File: src/rtl/pwr_sched_pkg.sv
package pwr_sched_pkg;

  localparam int INSTR_W   = 16;
  localparam int DLY_BYTE_W = 8;
  localparam int EXP_W     = 5;
  localparam int MANT_W    = 3;
  localparam int ARG_W     = 6;
  localparam int DEV_SEL_W = 5;
  localparam int CNT_W     = 1 << EXP_W;

  typedef enum logic [1:0] {
    OP_SWITCH = 2'b00,
    OP_GOSUB  = 2'b01,
    OP_RETI   = 2'b10,
    OP_RSVD   = 2'b11
  } opKind_e;

  // strobes from control to datapath
  typedef struct packed {
    logic pcClear;
    logic execute;
    logic countEn;
    logic running;
  } seqStrobe_t;

  // decoded view of one instruction word
  typedef struct packed {
    opKind_e               kind;
    logic [ARG_W-1:0]      arg;
    logic [DLY_BYTE_W-1:0] dly;
  } instrFields_t;

  // pseudo-floating delay: 2^e + (m * 2^e) / 8, truncated
  function automatic logic [CNT_W-1:0] decodeDelay(input logic [DLY_BYTE_W-1:0] code);
    logic [EXP_W-1:0]        e;
    logic [MANT_W-1:0]       m;
    logic [CNT_W+MANT_W-1:0] whole;
    logic [CNT_W+MANT_W-1:0] frac;
    e     = code[DLY_BYTE_W-1:MANT_W];
    m     = code[MANT_W-1:0];
    whole = (CNT_W+MANT_W)'(1) << e;
    frac  = ((CNT_W+MANT_W)'(m) << e) >> MANT_W;
    return CNT_W'(whole + frac);
  endfunction

endpackage

File: src/rtl/pwr_sched_ctrl.sv
module pwr_sched_ctrl
  import pwr_sched_pkg::*;
(
  input  logic       clk,
  input  logic       rstN,
  input  logic       start,
  input  opKind_e    kind,
  input  logic       irqHit,
  input  logic       cntDone,
  output seqStrobe_t strobes
);

  typedef enum logic [1:0] {
    S_IDLE  = 2'b00,
    S_EXEC  = 2'b01,
    S_DELAY = 2'b10
  } seqState_e;

  seqState_e stateQ, stateNxt;

  always_comb begin
    strobes  = '0;
    stateNxt = stateQ;
    unique case (stateQ)
      S_IDLE: begin
        if (start) begin
          strobes.pcClear = 1'b1;
          stateNxt        = S_EXEC;
        end
      end
      S_EXEC: begin
        strobes.running = 1'b1;
        // a return stays here until its interrupt code matches
        if (!(kind == OP_RETI && !irqHit)) begin
          strobes.execute = 1'b1;
          stateNxt        = S_DELAY;
        end
      end
      S_DELAY: begin
        strobes.running = 1'b1;
        strobes.countEn = 1'b1;
        if (cntDone) stateNxt = S_EXEC;
      end
      default: stateNxt = S_IDLE;
    endcase
  end

  always_ff @(posedge clk) begin
    if (!rstN) stateQ <= S_IDLE;
    else       stateQ <= stateNxt;
  end

  // execution never begins without a start pulse
  p_start_needed_r2: assert property (@(posedge clk) disable iff (!rstN)
    (stateQ == S_IDLE && !start) |=> !strobes.execute);

endmodule

File: src/rtl/pwr_sched_dp.sv
module pwr_sched_dp
  import pwr_sched_pkg::*;
#(
  parameter int NUM_DEV    = 32,
  parameter int PROG_DEPTH = 32,
  localparam int AW        = $clog2(PROG_DEPTH)
) (
  input  logic               clk,
  input  logic               rstN,
  input  seqStrobe_t         strobes,
  input  logic               progWe,
  input  logic [AW-1:0]      progAddr,
  input  logic [INSTR_W-1:0] progData,
  input  logic               irqValid,
  input  logic [ARG_W-1:0]   irqCode,
  output opKind_e            kind,
  output logic               irqHit,
  output logic               cntDone,
  output logic [NUM_DEV-1:0] devEn,
  output logic [AW-1:0]      pc
);

  logic [INSTR_W-1:0] progMem [PROG_DEPTH];
  logic [AW-1:0]      pcQ;
  logic [AW-1:0]      retQ;
  logic [CNT_W-1:0]   cntQ;
  logic [NUM_DEV-1:0] devEnQ;
  instrFields_t       cur;

  // host load port, locked while the schedule runs
  always_ff @(posedge clk) begin
    if (progWe && !strobes.running) progMem[progAddr] <= progData;
  end

  assign cur    = instrFields_t'(progMem[pcQ]);
  assign kind   = cur.kind;
  assign irqHit = irqValid && (irqCode == cur.arg);

  always_ff @(posedge clk) begin
    if (!rstN) begin
      pcQ <= '0;
    end else if (strobes.pcClear) begin
      pcQ <= '0;
    end else if (strobes.execute) begin
      unique case (cur.kind)
        OP_GOSUB: pcQ <= AW'({cur.arg, 2'b00});
        OP_RETI:  pcQ <= retQ;
        default:  pcQ <= pcQ + AW'(1);
      endcase
    end
  end

  always_ff @(posedge clk) begin
    if (!rstN)                                      retQ <= '0;
    else if (strobes.execute && cur.kind == OP_GOSUB) retQ <= pcQ + AW'(1);
  end

  always_ff @(posedge clk) begin
    if (!rstN)                cntQ <= '0;
    else if (strobes.execute) cntQ <= decodeDelay(cur.dly);
    else if (strobes.countEn) cntQ <= cntQ - CNT_W'(1);
  end

  assign cntDone = (cntQ == CNT_W'(1));

  for (genvar g = 0; g < NUM_DEV; g++) begin : g_dev
    always_ff @(posedge clk) begin
      if (!rstN)
        devEnQ[g] <= 1'b0;
      else if (strobes.execute && cur.kind == OP_SWITCH &&
               cur.arg[DEV_SEL_W-1:0] == DEV_SEL_W'(g))
        devEnQ[g] <= cur.arg[DEV_SEL_W];
    end
  end

  assign devEn = devEnQ;
  assign pc    = pcQ;

  // at most one enable toggles per cycle
  p_one_enable_r3: assert property (@(posedge clk) disable iff (!rstN)
    $countones(devEnQ ^ $past(devEnQ)) <= 1);

  // program counter frozen while a delay counts
  p_pc_frozen_delay_r4: assert property (@(posedge clk) disable iff (!rstN)
    strobes.countEn |=> $stable(pcQ));

  // a call lands on four times its argument
  p_call_target_r5: assert property (@(posedge clk) disable iff (!rstN)
    (strobes.execute && cur.kind == OP_GOSUB) |=> pcQ == AW'({$past(cur.arg), 2'b00}));

  // while running, the pc moves only when an instruction executes
  p_pc_moves_on_exec_r6: assert property (@(posedge clk) disable iff (!rstN)
    (strobes.running && !strobes.execute) |=> $stable(pcQ));

  // memory contents untouched by writes during a run
  p_write_locked_r7: assert property (@(posedge clk) disable iff (!rstN)
    (strobes.running && progWe) |=> progMem[$past(progAddr)] == $past(progMem[progAddr]));

endmodule

File: src/rtl/pwr_sched_seq.sv
module pwr_sched_seq
  import pwr_sched_pkg::*;
#(
  parameter int NUM_DEV    = 32,
  parameter int PROG_DEPTH = 32,
  localparam int AW        = $clog2(PROG_DEPTH)
) (
  input  logic               clk,
  input  logic               rstN,
  input  logic               start,
  input  logic               progWe,
  input  logic [AW-1:0]      progAddr,
  input  logic [15:0]        progData,
  input  logic               irqValid,
  input  logic [5:0]         irqCode,
  output logic [NUM_DEV-1:0] devEn,
  output logic [AW-1:0]      pc
);

  seqStrobe_t strobes;
  opKind_e    kind;
  logic       irqHit;
  logic       cntDone;

  pwr_sched_ctrl ctrl_i (
    .clk     (clk),
    .rstN    (rstN),
    .start   (start),
    .kind    (kind),
    .irqHit  (irqHit),
    .cntDone (cntDone),
    .strobes (strobes)
  );

  pwr_sched_dp #(
    .NUM_DEV    (NUM_DEV),
    .PROG_DEPTH (PROG_DEPTH)
  ) dp_i (
    .clk      (clk),
    .rstN     (rstN),
    .strobes  (strobes),
    .progWe   (progWe),
    .progAddr (progAddr),
    .progData (progData),
    .irqValid (irqValid),
    .irqCode  (irqCode),
    .kind     (kind),
    .irqHit   (irqHit),
    .cntDone  (cntDone),
    .devEn    (devEn),
    .pc       (pc)
  );

endmodule

File: config.mk
export PLATFORM = sky130hd
export DESIGN_NAME = pwr_sched_seq
export DESIGN_NICKNAME = d
export VERILOG_FILES = /design/src/rtl/pwr_sched_pkg.sv /design/src/rtl/pwr_sched_ctrl.sv /design/src/rtl/pwr_sched_dp.sv /design/src/rtl/pwr_sched_seq.sv
export SDC_FILE = /design/constraint.sdc
export NUM_CORES = 1
export LEC_CHECK = 0
export ABC_AREA = 1
export CAP_MARGIN = 20
export CORE_ASPECT_RATIO = 1.2
export CORE_UTILIZATION = 55
export DETAILED_ROUTE_END_ITERATION = 16
export DONT_BUFFER_PORTS = 1
export GPL_TIMING_DRIVEN = 0
export PLACE_DENSITY = 0.7
export REMOVE_ABC_BUFFERS = 1
export SETUP_SLACK_MARGIN = 0.1
export SYNTH_ARGS = -nofsm -noshare
export SYNTH_HDL_FRONTEND = slang
export SYNTH_SLANG_ARGS = --single-unit
File: constraint.sdc
create_clock -name clk -period 5.02 [get_ports clk]
set_input_delay 0.753 -clock clk [delete_from_list [all_inputs] [get_ports clk]]
set_output_delay 0.753 -clock clk [all_outputs]
set_load 0.005 [all_outputs]
==> results.sh <==
export IMPL_status="complete, no violations"
export IMPL_dieHeight_um=245
export IMPL_cts_hold_buffers=0
export IMPL_synthArstFlopShare=0
export IMPL_drive_above_1_share=0.109
export IMPL_synth_seq_cells=593
export IMPL_grt_pass1_vias=19300
export IMPL_cpPeakStageDelay_ns=0.37
export IMPL_critical_path_class="flop to flop"
export IMPL_cts_sinks=593
export IMPL_cts_htree_levels=2
export IMPL_r2r_setup_slack_ns=0.28
export IMPL_rr_worst_depth=36
export IMPL_cts_buffers=58
export IMPL_yosysSeqAreaShare=0.627
export IMPL_clkLatencyLatePin_ns=0.64
export IMPL_grt_max_degree=75
export IMPL_avgSynthCellArea_um2=10.4
export IMPL_fillers=3670
export IMPL_power_total_mw=19.5
export IMPL_endpoint="dp_i.cntQ[30]$_SDFFE_PN0P_"
export IMPL_vias_per_cell=6.12
export IMPL_cts_root_buf="clkbuf_16"
export IMPL_met2_length_mm=36.4
export IMPL_peakVddDrop_mv=0.431
export IMPL_grt_use_total=0.288
export IMPL_drcViolationCount=0
export IMPL_layout_common_cells="edfxtp_1 (512), nand2_1 (459), nor2_1 (329)"
export IMPL_path_depth=36
export IMPL_hold_class="input pin to flop"
export IMPL_die_area_um2=50100
export IMPL_postRouteWirelength_mm=74.1
export IMPL_slowest_stage="fa_2"
export IMPL_rows=88
export IMPL_crit_fanout=19
export IMPL_layout_commonest_cell="edfxtp_1"
export IMPL_yosys_warnings=0
export IMPL_wl_per_cell_um=22.4
export IMPL_routed_top_layer="met4"
export IMPL_required_ns=5.58
export IMPL_cts_tree="built"
export IMPL_place_port_buffers=0
export IMPL_worst_pin_slew_ns=0.966
export IMPL_power_density_nw_per_um2=637
export IMPL_rr_endpoint="dp_i.cntQ[30]$_SDFFE_PN0P_"
export IMPL_leakagePower_nw=10.9
export IMPL_min_period_ns=4.74
export IMPL_area_delta_synth_final_pct=13.3
export IMPL_max_freq_mhz=211
export IMPL_worst_setup_path_start_kind="flop"
export IMPL_setup_viol=0
export IMPL_ant_nets=0
export IMPL_cp_buffers_inverters=4
export IMPL_place_gp_congestion=0.880
export IMPL_clk_path_buf_depth=3
export IMPL_syn_inst=2617
export IMPL_start_util=0.560
export IMPL_routedLengthMet1_mm=28.0
export IMPL_critPathTopFamily="simple AND/OR/NAND/NOR gates"
export IMPL_ys_flop_type="edfxtp_1"
export IMPL_nets=2701
export IMPL_antenna_found_initial=0
export IMPL_fin_skew_ns=0.0180
export IMPL_drt_iter0_markers=2733
export IMPL_register_area_um2=17000
export IMPL_dr_pass1_iters=6
export IMPL_grt_pass1_wl_mm=109
export IMPL_rsz0062_at_grt="true"
export IMPL_arrival_ns=5.30
export IMPL_netlist_area_um2=27100
export IMPL_coreArea_um2=48300
export IMPL_fin_tns_setup_ns=0
export IMPL_fin_crit_sh=0.944
export IMPL_hpwl_mm=41.0
export IMPL_finalHoldViolCount=0
export IMPL_maxCapViolCount=0
export IMPL_end_kind="flop"
export IMPL_multi_input_area_um2=8940
export IMPL_synth_edf_count=512
export IMPL_dieWidth_um=205
export IMPL_synth_distinct_cells=56
export IMPL_relSlewSlack=0.355
export IMPL_via_count=20200
export IMPL_clkTransAtPathRegs_ns=0.06
export IMPL_grt_overflow=0
export IMPL_cp_common_cell="nand2_1"
export IMPL_io_pins=69
export IMPL_slew_violations=0
export IMPL_met3_length_mm=7.17
## synth_stat cells (3+ instances only)
cell type,number,share of area
edfxtp_1,512,0.57
nand2_1,472,0.065
nor2_1,365,0.051
nand3_1,282,0.052
o21ai_0,214,0.040
a21oi_1,121,0.022
inv_1,108,0.015
dfxtp_1,81,0.060
o221ai_1,57,0.018
buf_2,41,0.0076
clkbuf_1,39,0.0054
ha_1,39,0.018
o21ai_1,31,0.0057
nor3_1,30,0.0055
buf_4,29,0.0080
buf_6,27,0.011
nand4_1,22,0.0051
xnor2_1,20,0.0065
xor2_1,18,0.0058
o22ai_1,17,0.0039
nand2_2,9,0.0021
buf_1,8,0.0011
o211ai_1,8,0.0022
a31oi_1,6,0.0014
inv_2,6,0.00083
nand2_4,4,0.0017
nand3b_1,4,0.0011
o21a_1,4,0.0011
a211oi_1,3,0.00083
a21o_1,3,0.00083
nor2_2,3,0.00069
o21ai_2,3,0.00097
or2_2,3,0.00069
## worst min-delay path by stage
stage	start	endpoint	slack (ns)	depth (start not counted)
5_1_grt	progData[13]	dp_i.progMem[8][13]$_DFFE_PP_	0.19	0
4_1_cts	progData[8]	dp_i.progMem[12][8]$_DFFE_PP_	0.19	0
6_report	progData[4]	dp_i.progMem[26][4]$_DFFE_PP_	0.21	0
3_3_place_gp	dp_i.devEn[19]$_SDFFE_PN0P_	dp_i.devEn[19]$_SDFFE_PN0P_	0.47	2
2_1_floorplan	dp_i.devEn[17]$_SDFFE_PN0P_	dp_i.devEn[17]$_SDFFE_PN0P_	0.46	2
3_5_place_dp	dp_i.devEn[19]$_SDFFE_PN0P_	dp_i.devEn[19]$_SDFFE_PN0P_	0.47	2
## registers in the layout, summed over array words and instances, names as in the netlist, named ones only
| name | count |
|---|---|
| dp_i.progMem | 512 |
| dp_i.cntQ | 32 |
| dp_i.devEn | 32 |
| dp_i.pc | 5 |
| dp_i.retQ | 5 |
| ctrl_i.stateQ | 2 |
## per-layer routing
layer | GRT usage | vias up
li1 | - | 9278
met1 | 0.368 | 9707
met2 | 0.479 | 1043
met3 | 0.0564 | 177
met4 | 0.117 | 0
met5 | 0 | -
## repair_timing
| item | in CTS | in global routing |
|---|---|---|
| resized for setup | 31 | 42 |
| pin swaps | 4 | 18 |
| buffers inserted | 15 | 22 |
| setup endpoints to repair | 79 | 49 |
| cloned | 14 | 7 |
## per-stage QoR
step,area (µm²),util,setup WS (ns),hold WS [ns],std cells
after global placement,26900,0.557,-10.91,0.466,3100
after global routing,30700,0.635,0.0205,0.193,3303
after detailed placement,27800,0.575,-1.51,0.473,3141
after floorplan,26100,-,-4.78,0.455,2470
final,30700,0.635,0.279,0.206,3304
after CTS,30300,0.626,0.0993,0.186,3274
## power breakdown
part | internal, mW | switching, mW | leakage (nW)
clock | 2.44 | 1.86 | 0.894
combinational | 2.95 | 6.46 | 4.77
sequential | 5.57 | 0.254 | 5.27
## worst register-to-register path, delay by kind of cell, from the launching register on
kind,cells,cell delay [ns]
flip-flops,1,0.36
buffers and inverters,4,0.67
adder cells (fa/ha/maj),2,0.57
AND/OR/NAND/NOR,22,1.87
AO/OA/AOI/OAI,8,1.18
## logic make-up (layout without fill, tap and decap cells)
logic type	Yosys count	count (layout)	synth area share
flops	593	593	0.627
simple gates	1205	1207	0.189
buf+inv	264	318	0.0513
xor+xnor	38	38	0.0123
fa+ha+maj	40	40	0.0188
other cells	0	1	0
compound gates	477	477	0.101
## area by class of cell
class,instances,area share
clock inverters,31,0.0114
inverters,117,0.0169
repair buffers,92,0.0486
multi-input cells,1762,0.291
repair inverters,5,0.00245
diodes,1,0.0000816
flip-flops and latches,593,0.554
clock buffers,73,0.0491
well taps,630,0.0257
Power figures use the tool's default switching activity.
